### src/rtl/avec_pkg.sv
package avec_pkg;

    localparam int unsigned VEC_W    = 8;
    localparam int unsigned ADDR_W   = 16;
    localparam int unsigned STEP_SH  = 2;   // vectors spaced by 4

    typedef logic [VEC_W-1:0]  vec_t;
    typedef logic [ADDR_W-1:0] addr_t;

    // Vector byte for a slot index within a group starting at base.
    function automatic vec_t vec_of(input vec_t base, input int unsigned idx);
        vec_t step;
        step = vec_t'(idx << STEP_SH);
        return base + step;
    endfunction

endpackage

### src/rtl/avec_pending.sv
module avec_pending #(
    parameter int unsigned   N    = 32,
    parameter logic [N-1:0]  RSVD = '0
) (
    input  logic         clk,
    input  logic         rst_n,
    input  logic [N-1:0] req,
    input  logic         clr_we,
    input  logic [N-1:0] clr_data,
    output logic [N-1:0] pend
);

    typedef struct packed {
        logic [N-1:0] pend;
    } st_t;

    st_t          st_d;
    st_t          st_q;
    logic [N-1:0] live;
    logic [N-1:0] clr_mask;

    // Per-slot capability: reserved slots can never latch.
    generate
        for (genvar i = 0; i < N; i++) begin : g_slot
            if (RSVD[i]) begin : g_rsvd
                assign live[i] = 1'b0;

                // a reserved slot stays idle even when requested
                p_rsvd_idle_r6: assert property (@(posedge clk) disable iff (!rst_n)
                    req[i] |=> !pend[i]);
            end else begin : g_live
                assign live[i] = 1'b1;

                // a request is latched at the edge that samples it
                p_req_sets_r2: assert property (@(posedge clk) disable iff (!rst_n)
                    req[i] |=> pend[i]);

                // a latched bit is kept until it is cleared
                p_hold_r3: assert property (@(posedge clk) disable iff (!rst_n)
                    (pend[i] && !(clr_we && clr_data[i])) |=> pend[i]);

                // a clear without a competing request drops the bit
                p_clear_r4: assert property (@(posedge clk) disable iff (!rst_n)
                    (clr_we && clr_data[i] && !req[i]) |=> !pend[i]);
            end
        end
    endgenerate

    always_comb begin
        st_d     = st_q;
        clr_mask = clr_we ? clr_data : '0;
        // Set has precedence over clear so that no event is lost.
        st_d.pend = ((st_q.pend & ~clr_mask) | req) & live;
    end

    always_ff @(posedge clk or negedge rst_n) begin
        if (!rst_n) begin
            st_q <= '0;
        end else begin
            st_q <= st_d;
        end
    end

    assign pend = st_q.pend;

endmodule

### src/rtl/avec_prio.sv
module avec_prio
    import avec_pkg::*;
#(
    parameter int unsigned N    = 32,
    parameter vec_t        BASE = 8'h00,
    localparam int unsigned IDX_W = (N > 1) ? $clog2(N) : 1
) (
    input  logic [N-1:0]     pend,
    input  logic [N-1:0]     en,
    output logic             any,
    output logic [IDX_W-1:0] idx,
    output vec_t             vec
);

    logic [N-1:0] pe;
    logic [N-1:0] grant;
    logic [N:0]   below;

    assign pe       = pend & en;
    assign below[0] = 1'b0;

    // Ripple chain: a slot wins when nothing lower-numbered is live.
    generate
        for (genvar i = 0; i < N; i++) begin : g_chain
            assign grant[i]    = pe[i] & ~below[i];
            assign below[i+1]  = below[i] | pe[i];
        end
    endgenerate

    always_comb begin
        idx = '0;
        for (int i = 0; i < N; i++) begin
            if (grant[i]) begin
                idx = idx | IDX_W'(i);
            end
        end
    end

    assign any = below[N];
    assign vec = vec_of(BASE, int'(idx));

endmodule

### src/rtl/avec_group.sv
module avec_group
    import avec_pkg::*;
#(
    parameter int unsigned  N    = 32,
    parameter logic [N-1:0] RSVD = '0,
    parameter vec_t         BASE = 8'h00,
    localparam int unsigned IDX_W = (N > 1) ? $clog2(N) : 1
) (
    input  logic         clk,
    input  logic         rst_n,
    input  logic [N-1:0] req,
    input  logic [N-1:0] en,
    input  logic         clr_we,
    input  logic [N-1:0] clr_data,
    output logic         irq,
    output vec_t         vec
);

    logic [N-1:0]     pend;
    logic [N-1:0]     low_mask;
    logic [IDX_W-1:0] idx;
    logic             any;

    avec_pending #(
        .N    (N),
        .RSVD (RSVD)
    ) u_pending (
        .clk      (clk),
        .rst_n    (rst_n),
        .req      (req),
        .clr_we   (clr_we),
        .clr_data (clr_data),
        .pend     (pend)
    );

    avec_prio #(
        .N    (N),
        .BASE (BASE)
    ) u_prio (
        .pend (pend),
        .en   (en),
        .any  (any),
        .idx  (idx),
        .vec  (vec)
    );

    assign irq = any;

    // Independent view of the slots below the chosen index.
    always_comb begin
        low_mask = '0;
        for (int i = 0; i < N; i++) begin
            low_mask[i] = (i < int'(idx));
        end
    end

    // the chosen slot is live and nothing below it is live
    p_win_live_r7: assert property (@(posedge clk) disable iff (!rst_n)
        any |-> (pend[idx] && en[idx]));

    p_win_lowest_r7: assert property (@(posedge clk) disable iff (!rst_n)
        any |-> ((pend & en & low_mask) == '0));

    // with nothing live the base vector is presented
    p_idle_base_r10: assert property (@(posedge clk) disable iff (!rst_n)
        !irq |-> (vec == BASE));

    // the line starts low out of reset
    p_reset_quiet_r1: assert property (@(posedge clk) disable iff (!rst_n)
        $rose(rst_n) |-> !irq);

endmodule

### src/rtl/avec_splice.sv
module avec_splice
    import avec_pkg::*;
#(
    parameter int unsigned          NG    = 2,
    parameter logic [NG*ADDR_W-1:0] SLOTS = {16'h0055, 16'h0045}
) (
    input  logic                code_fetch,
    input  addr_t               fetch_addr,
    input  vec_t                mem_rdata,
    input  logic [NG-1:0]       av_en,
    input  logic [NG*VEC_W-1:0] vecs,
    output vec_t                rdata
);

    logic [NG-1:0] hit;
    vec_t          sub;

    generate
        for (genvar g = 0; g < NG; g++) begin : g_slot
            assign hit[g] = code_fetch && av_en[g]
                         && (fetch_addr == SLOTS[g*ADDR_W +: ADDR_W]);
        end
    endgenerate

    always_comb begin
        sub = '0;
        for (int g = 0; g < NG; g++) begin
            if (hit[g]) begin
                sub = sub | vecs[g*VEC_W +: VEC_W];
            end
        end
        rdata = (hit != '0) ? sub : mem_rdata;
    end

endmodule

### src/rtl/avec_unit.sv
module avec_unit
    import avec_pkg::*;
#(
    parameter int unsigned    N_A    = 32,
    parameter int unsigned    N_B    = 14,
    parameter logic [N_A-1:0] RSVD_A = 32'h0C02_00A0,
    parameter logic [N_B-1:0] RSVD_B = '0,
    parameter vec_t           BASE_A = 8'h00,
    parameter vec_t           BASE_B = 8'h80,
    parameter addr_t          SLOT_A = 16'h0045,
    parameter addr_t          SLOT_B = 16'h0055
) (
    input  logic           clk,
    input  logic           rst_n,
    input  logic [N_A-1:0] req_a,
    input  logic [N_A-1:0] en_a,
    input  logic           clr_we_a,
    input  logic [N_A-1:0] clr_data_a,
    input  logic [N_B-1:0] req_b,
    input  logic [N_B-1:0] en_b,
    input  logic           clr_we_b,
    input  logic [N_B-1:0] clr_data_b,
    input  logic           av_en_a,
    input  logic           av_en_b,
    input  logic           code_fetch,
    input  logic [15:0]    fetch_addr,
    input  logic [7:0]     mem_rdata,
    output logic           irq_a,
    output logic           irq_b,
    output logic [7:0]     fetch_rdata
);

    localparam int unsigned NG = 2;

    vec_t vec_a;
    vec_t vec_b;

    avec_group #(
        .N    (N_A),
        .RSVD (RSVD_A),
        .BASE (BASE_A)
    ) u_grp_a (
        .clk      (clk),
        .rst_n    (rst_n),
        .req      (req_a),
        .en       (en_a),
        .clr_we   (clr_we_a),
        .clr_data (clr_data_a),
        .irq      (irq_a),
        .vec      (vec_a)
    );

    avec_group #(
        .N    (N_B),
        .RSVD (RSVD_B),
        .BASE (BASE_B)
    ) u_grp_b (
        .clk      (clk),
        .rst_n    (rst_n),
        .req      (req_b),
        .en       (en_b),
        .clr_we   (clr_we_b),
        .clr_data (clr_data_b),
        .irq      (irq_b),
        .vec      (vec_b)
    );

    avec_splice #(
        .NG    (NG),
        .SLOTS ({SLOT_B, SLOT_A})
    ) u_splice (
        .code_fetch (code_fetch),
        .fetch_addr (fetch_addr),
        .mem_rdata  (mem_rdata),
        .av_en      ({av_en_b, av_en_a}),
        .vecs       ({vec_b, vec_a}),
        .rdata      (fetch_rdata)
    );

    // data reads always see memory
    p_data_pass_r9: assert property (@(posedge clk) disable iff (!rst_n)
        !code_fetch |-> (fetch_rdata == mem_rdata));

    // an enabled fetch of the first slot byte yields the group vector
    p_splice_a_r8: assert property (@(posedge clk) disable iff (!rst_n)
        (code_fetch && av_en_a && fetch_addr == SLOT_A) |-> (fetch_rdata == vec_a));

    p_splice_b_r8: assert property (@(posedge clk) disable iff (!rst_n)
        (code_fetch && av_en_b && fetch_addr == SLOT_B) |-> (fetch_rdata == vec_b));

    // a quiet second group stays quiet whatever the first group does
    p_indep_r11: assert property (@(posedge clk) disable iff (!rst_n)
        (!irq_b && req_b == '0 && $stable(en_b)) |=> !irq_b);

endmodule

### config.mk
export PLATFORM = sky130hd
export DESIGN_NAME = avec_unit
export DESIGN_NICKNAME = d
export VERILOG_FILES = /design/src/rtl/avec_pkg.sv /design/src/rtl/avec_pending.sv /design/src/rtl/avec_prio.sv /design/src/rtl/avec_group.sv /design/src/rtl/avec_splice.sv /design/src/rtl/avec_unit.sv
export SDC_FILE = /design/constraint.sdc
export NUM_CORES = 1
export LEC_CHECK = 0
export BUFFER_PORTS_ARGS = -buffer_cell sky130_fd_sc_hd__buf_2
export CAP_MARGIN = 20
export CORE_UTILIZATION = 40
export CTS_BUF_LIST = sky130_fd_sc_hd__clkbuf_8
export CTS_CLUSTER_SIZE = 30
export DETAILED_ROUTE_END_ITERATION = 12
export GPL_TIMING_DRIVEN = 0
export PLACE_DENSITY = 0.88
export SLEW_MARGIN = 30
export SYNTH_ARGS = -nofsm -noshare
export SYNTH_HDL_FRONTEND = slang
export SYNTH_SLANG_ARGS = --single-unit
### constraint.sdc
create_clock -name clk -period 3.6 [get_ports clk]
set_input_delay 0.18 -clock clk [delete_from_list [all_inputs] [get_ports clk]]
set_output_delay 0.18 -clock clk [all_outputs]
set_load 0.005 [all_outputs]
# --- Yosys cells after proc, flatten, opt, wreduce, memory -nomap -nowiden ---
# Index checks and enable logic that the tools add are counted.
totals:
  ff_bits: 41
  input_bits: 169
  out_inout_bits: 10
op_classes:
  n_addsub: 1
  n_eq_ne: 2
  n_mux: 49
  bitwise_logic: 141
  reduce_logical: 5
ops:
  columns: ["operator", "n"]
  rows:
  - ["5-bit 2-to-1 mux", 16]
  - ["32-bit AND", 2]
  - ["4-bit 2-to-1 mux", 14]
  - ["1-bit AND", 44]
  - ["1-bit inverter", 44]
  - ["1-bit OR", 44]
  - ["16-bit by 7-bit equality test with 1-bit output, second input constant", 2]
  - ["32-bit 2-to-1 mux", 1]
  - ["32-bit inverter", 1]
  - ["32-bit OR", 1]
  - ["14-bit AND", 2]
  - ["3-bit 2-to-1 mux", 8]
  - ["8-bit 2-to-1 mux", 2]
  - ["14-bit 2-to-1 mux", 1]
  - ["14-bit inverter", 1]
  - ["14-bit OR", 1]
  - ["8-bit by 6-bit adder with 8-bit output, first input constant", 1]
  - ["2-bit 2-to-1 mux", 4]
  - ["8-bit OR", 1]
  - ["7-bit 2-to-1 mux", 1]
  - ["1-bit logical AND", 4]
  - ["1-bit 2-to-1 mux", 2]
  - ["2-bit nonzero test", 1]

# --- Depth between registers and ports, before layout ---
depth:
  ltp_word: 38
  depth_mapped: 6
  mapped_depth_nobuf: 6

# --- By module ---
# Synthesis repeated with hierarchy kept, for this count alone.
hier_totals:
  hier_cells: 296
  area_unflattened_um2: 2777.7
by_module_without_submodules:
  columns: ["mod", "n_inst", "cells_each", "area_per_inst_um2", "seq_area_each_um2"]
  rows:
  - ["avec_pending at u_grp_a.u_pending", 1, 90, 1062.3, 675.6]
  - ["avec_prio at u_grp_a.u_prio", 1, 89, 620.6, 0.0]
  - ["avec_pending at u_grp_b.u_pending", 1, 43, 519.2, 350.3]
  - ["avec_prio at u_grp_b.u_prio", 1, 47, 314.1, 0.0]
  - ["avec_splice", 1, 27, 261.5, 0.0]

# --- Worst setup path after synthesis ---
# OpenSTA, ideal clock, no wires.
synth_timing:
  kind: "flip-flop to output port"
  from: "register u_grp_a.u_pending.st_q (netlist bit u_grp_a.u_pending.pend[8])"
  to: "output port fetch_rdata[3]"
  t_arrival_ps: 1901
  slack_ps: 1519
  stages_incl_launch_ff: 7
  path_buffers: 0
  path_cell_list: "dfrtp_1 > a222oi_1 > nand4_1 > or3_4 > nor3_2 > o21ai_1 > nand3_1"
synth_via:
  elab_chain_len: 31
  word_cells_on_any_way: 74
synth_rtl:
  columns: ["element", "line_no", "text"]
  rows:
  - ["from (decl)", "avec_pending.sv:18", "st_t st_q;"]
  - ["from (signal assigned)", "avec_pending.sv:60", "st_q <= st_d;"]
  - ["32-bit AND *", "avec_prio.sv:19", "assign pe = pend & en;"]
  - ["1-bit OR * (2 in series)", "avec_prio.sv:26", "assign below[i+1] = below[i] | pe[i];"]
  - ["1-bit inverter / 1-bit OR (equally long branches)", "avec_prio.sv:25, avec_prio.sv:26", null]
  - ["1-bit AND, or another cell as far along", "avec_prio.sv:25", "assign grant[i] = pe[i] & ~below[i];"]
  - ["4-bit 2-to-1 mux, or another cell as far along", "avec_prio.sv:33", "if (grant[i]) begin"]
  - ["4-bit 2-to-1 mux / 1-bit OR (equally long branches)", "avec_prio.sv:33, avec_prio.sv:26", null]
  - ["4-bit 2-to-1 mux, or another cell as far along (3 in series)", "avec_prio.sv:33", null]
  - ["4-bit 2-to-1 mux / 1-bit OR (equally long branches)", "avec_prio.sv:33, avec_prio.sv:26", null]
  - ["[11 not listed]", null, null]
  - ["5-bit 2-to-1 mux / 1-bit OR (equally long branches)", "avec_prio.sv:33, avec_prio.sv:26", null]
  - ["5-bit 2-to-1 mux, or another cell as far along (2 in series)", "avec_prio.sv:33", null]
  - ["5-bit 2-to-1 mux / 1-bit AND (equally long branches)", "avec_prio.sv:33, avec_prio.sv:25", null]
  - ["5-bit 2-to-1 mux *", "avec_prio.sv:33", null]
  - ["7-bit 2-to-1 mux *", "avec_splice.sv:28", "if (hit[g]) begin"]
  - ["8-bit OR", "avec_splice.sv:29", "sub = sub | vecs[g*VEC_W +: VEC_W];"]
  - ["8-bit 2-to-1 mux *", "avec_splice.sv:28", null]
  - ["8-bit 2-to-1 mux *", "avec_splice.sv:32", "rdata = (hit != '0) ? sub : mem_rdata;"]
  - ["to (decl)", "avec_unit.sv:30", "output logic [7:0] fetch_rdata"]
# Every way passes the cells marked *; elsewhere a longest branch is shown, timed or not.

# --- Final worst setup path ---
layout_timing:
  from: "register u_grp_a.u_pending.st_q (netlist bit u_grp_a.u_pending.pend[8])"
  to: "output port fetch_rdata[2]"
layout_via:
  elab_chain_len: 31
  word_cells_on_any_way: 75
layout_rtl:
  columns: ["element", "line_no"]
  rows:
  - ["32-bit AND *", "avec_prio.sv:19"]
  - ["1-bit OR *", "avec_prio.sv:26"]
  - ["1-bit inverter / 1-bit OR (equally long branches)", "avec_prio.sv:25, avec_prio.sv:26"]
  - ["1-bit AND / 1-bit OR (equally long branches)", "avec_prio.sv:25, avec_prio.sv:26"]
  - ["4-bit 2-to-1 mux, or another cell as far along (7 in series)", "avec_prio.sv:33"]
  - ["5-bit 2-to-1 mux, or another cell as far along (13 in series)", "avec_prio.sv:33"]
  - ["5-bit 2-to-1 mux / 1-bit inverter (equally long branches)", "avec_prio.sv:33, avec_prio.sv:25"]
  - ["5-bit 2-to-1 mux / 1-bit AND (equally long branches)", "avec_prio.sv:33, avec_prio.sv:25"]
  - ["5-bit 2-to-1 mux *", "avec_prio.sv:33"]
  - ["7-bit 2-to-1 mux *", "avec_splice.sv:28"]
  - ["8-bit OR", "avec_splice.sv:29"]
  - ["8-bit 2-to-1 mux *", "avec_splice.sv:28"]
  - ["8-bit 2-to-1 mux *", "avec_splice.sv:32"]
# Marks and branches as above.

==> results list <==
- Status: completed
- For this block, the initial DRC count from the detailed router was 69.
- At the end of the flow, the number of nets in the layout was 599.
- At the end of the flow the core is filled with cells to 59.7%.
* Cell depth of the worst min-delay path: 2
* Tightest slew margin relative to the limit: 58.1%
- Across all hold checks on the routed design, the worst slack comes to 0.0636 ns.
- Fraction of layout cells with a size suffix above 1: 41.1%
- The number of hold-slack violations in the final timing report was 0.
- Final Max Tran Viols: 0
- The critical path is of the reg2out type.
* Fin crit period: 2.80 ns
* Initial antenna violation count: 0
* Buffers inserted by post-CTS timing repair: 0
- Count of instances resized after the clock tree is built: 0
* Final Skew: 0 ns
- Yosys mapped a number of flops with a built-in enable equal to 0.
* Count of boundary I/O pins: 179
* Number of I/O port buffers: 162
* Clock insertion delay at the later pin of the skew report: 0.29 ns
- The H-tree was split into 2 levels.
- For this design the ratio of total power to cell area is 312 nW/um^2.
- Cell count after synthesis: 260
- Die extent in x: 78.0 um
- The worst setup path is captured at a primary output.
- Largest fanout of any net on the critical path: 5
* Area inside the core boundary: 5540 sq um
- Hold bufs inserted after CTS: 0
* Total Routing Usage GR: 24.0%
- The clock passes through at most 2 buffers.
- Die outline area: 6090 sq um
* Via count of the first global-routing pass: 2672
- Clock transition time at the flip-flop clock pins of the worst setup and hold paths: 0.08 ns
- Top cell types by occurrence after synthesis: 80 x sky130_fd_sc_hd__nand2_1, 42 x sky130_fd_sc_hd__a21o_1, 41 x sky130_fd_sc_hd__dfrtp_1, 10 x sky130_fd_sc_hd__nand3_1
- Required time of the worst setup path: 3.42 ns
- WL final: 7.16 mm
* Max-cap violations: 0
* TritonCTS buffer count: 5
- Data on the critical path arrives at its endpoint at 2.62 ns.
- Share of the cycle needed by the critical path after routing: 77.9%
- After floorplanning, the core was divided into 27 placement rows.
* VDD IR-drop max: 0.241 mV
* Total setup violations reported at the end of the flow: 0
* Detailed-route DRC error count: 0
* Area growth, synth to finish: 43.2%
* Cell Area, Placed: 3210 sq um
* Number of cell instances on the worst register-to-register path: 1
- The root buffer cell chosen for the clock tree is sky130_fd_sc_hd__clkbuf_8.
- The Yosys step of the flow raised 0 warnings.
- Distinct cells, synth: 39
- Entering global routing, the biggest net connects 42 pins.
* Post-route cell area: 3310 sq um
- Leak pwr: 1.68 nW
- Ant diodes: 0
- After detailed routing, the average wire length per cell comes to 14.2 um.
- CP Launch Type: register
- Clock tree from TritonCTS: yes
- The initial utilization of the core area, before any placement, comes to 41.7%.
* GR Overflow Total: 0
- Maximum operating frequency: 0.357 GHz
- Detailed placement finished with a half-perimeter wire length of 5.90 mm.
- Post-route antenna net violation count: 0
- Vias: 2660
- The cell area that synthesis handed to floorplanning was 2310 sq um.
- Summed over all failing endpoints, the final setup total negative slack is 0 ns.
* Most area-consuming cells after synthesis: sky130_fd_sc_hd__dfrtp_1 44%, sky130_fd_sc_hd__a21o_1 14%, sky130_fd_sc_hd__nand2_1 13%
- Setup repair after global routing left no endpoint under its margin.
* Vertical extent of the die: 78.0 um
- After synthesis the netlist holds a flip-flop and latch count of 41.
- Of all flip-flops after synthesis, the portion carrying an async set or reset was 100%.
- The min-delay analysis places its worst path in the category in2reg.
- The average instance in the mapped netlist occupies 8.89 sq um.
* Post-detailed-route via-to-cell ratio: 5.29
- Portion of synthesized cell area occupied by the leading cell type: 44.4%
* Global-route wire length before repair: 11.5 mm
* Dominant cell by count in the synthesized netlist: sky130_fd_sc_hd__nand2_1
- Initial DRT Pass Iterations: 4
* TritonCTS sink count: 41
- In the synthesized netlist the dominant register cell turns out to be sky130_fd_sc_hd__dfrtp_1.
* Share of the yosys chip area belonging to registers: 44.4%
- Placer's final routability congestion estimate: 0.848
* Transition time at the pin with the least slew margin: 0.629 ns
* Net count of the mapped netlist: 429
- Summed over all instances, the cell type with the most area after synthesis is sky130_fd_sc_hd__dfrtp_1.
-- report_power, final --
part	leakage, nW	internal, mW	switching, mW	total, mW
sequential	0.411	0.491	0.0254	0.516
clock	0.0467	0.132	0.160	0.292
combinational	1.22	0.119	0.107	0.225
total	1.68	0.741	0.292	1.03
-- per-layer routing --
metal | track usage, % | part of all wire, % | routed length (um) | vias to the layer above
met5 | 0 | 0 | 0 | -
met1 | 27.8 | 41 | 2970 | 1223
met2 | 44.6 | 50 | 3610 | 115
li1 | - | - | - | 1313
met4 | 5.74 | 1.2 | 87 | 0
met3 | 5.47 | 6.8 | 490 | 9
-- critical path: stages (launching register included) --
cell and delay, ns:
sky130_fd_sc_hd__dfrtp_1 0.41, sky130_fd_sc_hd__a222oi_1 0.62, sky130_fd_sc_hd__nand4_1 0.33, sky130_fd_sc_hd__or3_4 0.47
sky130_fd_sc_hd__o21ai_1 0.20, sky130_fd_sc_hd__a221o_1 0.19, sky130_fd_sc_hd__buf_2 0.12
-- registers in the layout, summed over array words and instances, names as in the netlist --
signal,count
u_grp_b.u_pending.pend,14
u_grp_a.u_pending.pend,27
-- final timing paths --
path,to,slack [ns],startpoint
worst min-delay path,u_grp_b.u_pending.pend[7]$_DFF_PN0_,0.06,req_b[7]
worst min register to register,u_grp_a.u_pending.pend[30]$_DFF_PN0_,0.48,u_grp_a.u_pending.pend[30]$_DFF_PN0_
min in group asynchronous,u_grp_a.u_pending.pend[28]$_DFF_PN0_,0.41,rst_n
worst max-delay path,fetch_rdata[2],0.80,u_grp_a.u_pending.pend[8]$_DFF_PN0_
worst max register to register,u_grp_b.u_pending.pend[9]$_DFF_PN0_,2.88,u_grp_b.u_pending.pend[9]$_DFF_PN0_
max in group asynchronous,u_grp_a.u_pending.pend[8]$_DFF_PN0_,2.83,rst_n
-- stage by stage --
stage,power (mW),worst slack [ns],std cells
after floorplan,0.619,1.52,260
after global placement,0.739,1.14,494
after detailed placement,0.749,1.13,494
after CTS,1.04,0.799,502
after global routing,1.09,0.630,503
final,1.03,0.795,503
-- cell usage in the layout (no fill, tap or decap), drive strengths merged, types with 2 or more instances in the layout --
cell,netlist,routed
a221oi,2,2
a21boi,2,2
a21o,43,43
a41oi,2,2
a211oi,2,2
and2,3,3
a21oi,9,9
o21ai,6,6
clkbuf,4,9
a222oi,4,4
o31ai,3,3
dfrtp,41,41
nand2,80,80
nor4,3,3
nand4,6,6
nand3,11,11
buf,0,162
nor4b,2,2
a22o,2,2
nor2,7,7
a32oi,5,5
a22oi,9,9
inv,2,4
-- final cells by class --
class                           instances  area, sq um
Buffer                                  4         15.0
Clock buffer                            5         68.8
Clock inverter                          3         15.0
Fill cell                             511         2230
Inverter                                2         7.51
Multi-Input combinational cell        213         1260
Sequential cell                        41         1030
Tap cell                               72         90.1
Timing Repair Buffer                  163          823
-- logic make-up (layout without fill, tap and decap cells) --
logic type / Yosys count / in the layout / share of synthesized area, %
buffers and inverters: 6 / 177 / 0.974
AO/OA/AOI/OAI: 93 / 93 / 30.0
flip-flops: 41 / 41 / 44.4
AND/OR/NAND/NOR: 120 / 120 / 24.6
No activity file was read; power rests on OpenSTA's default activity.
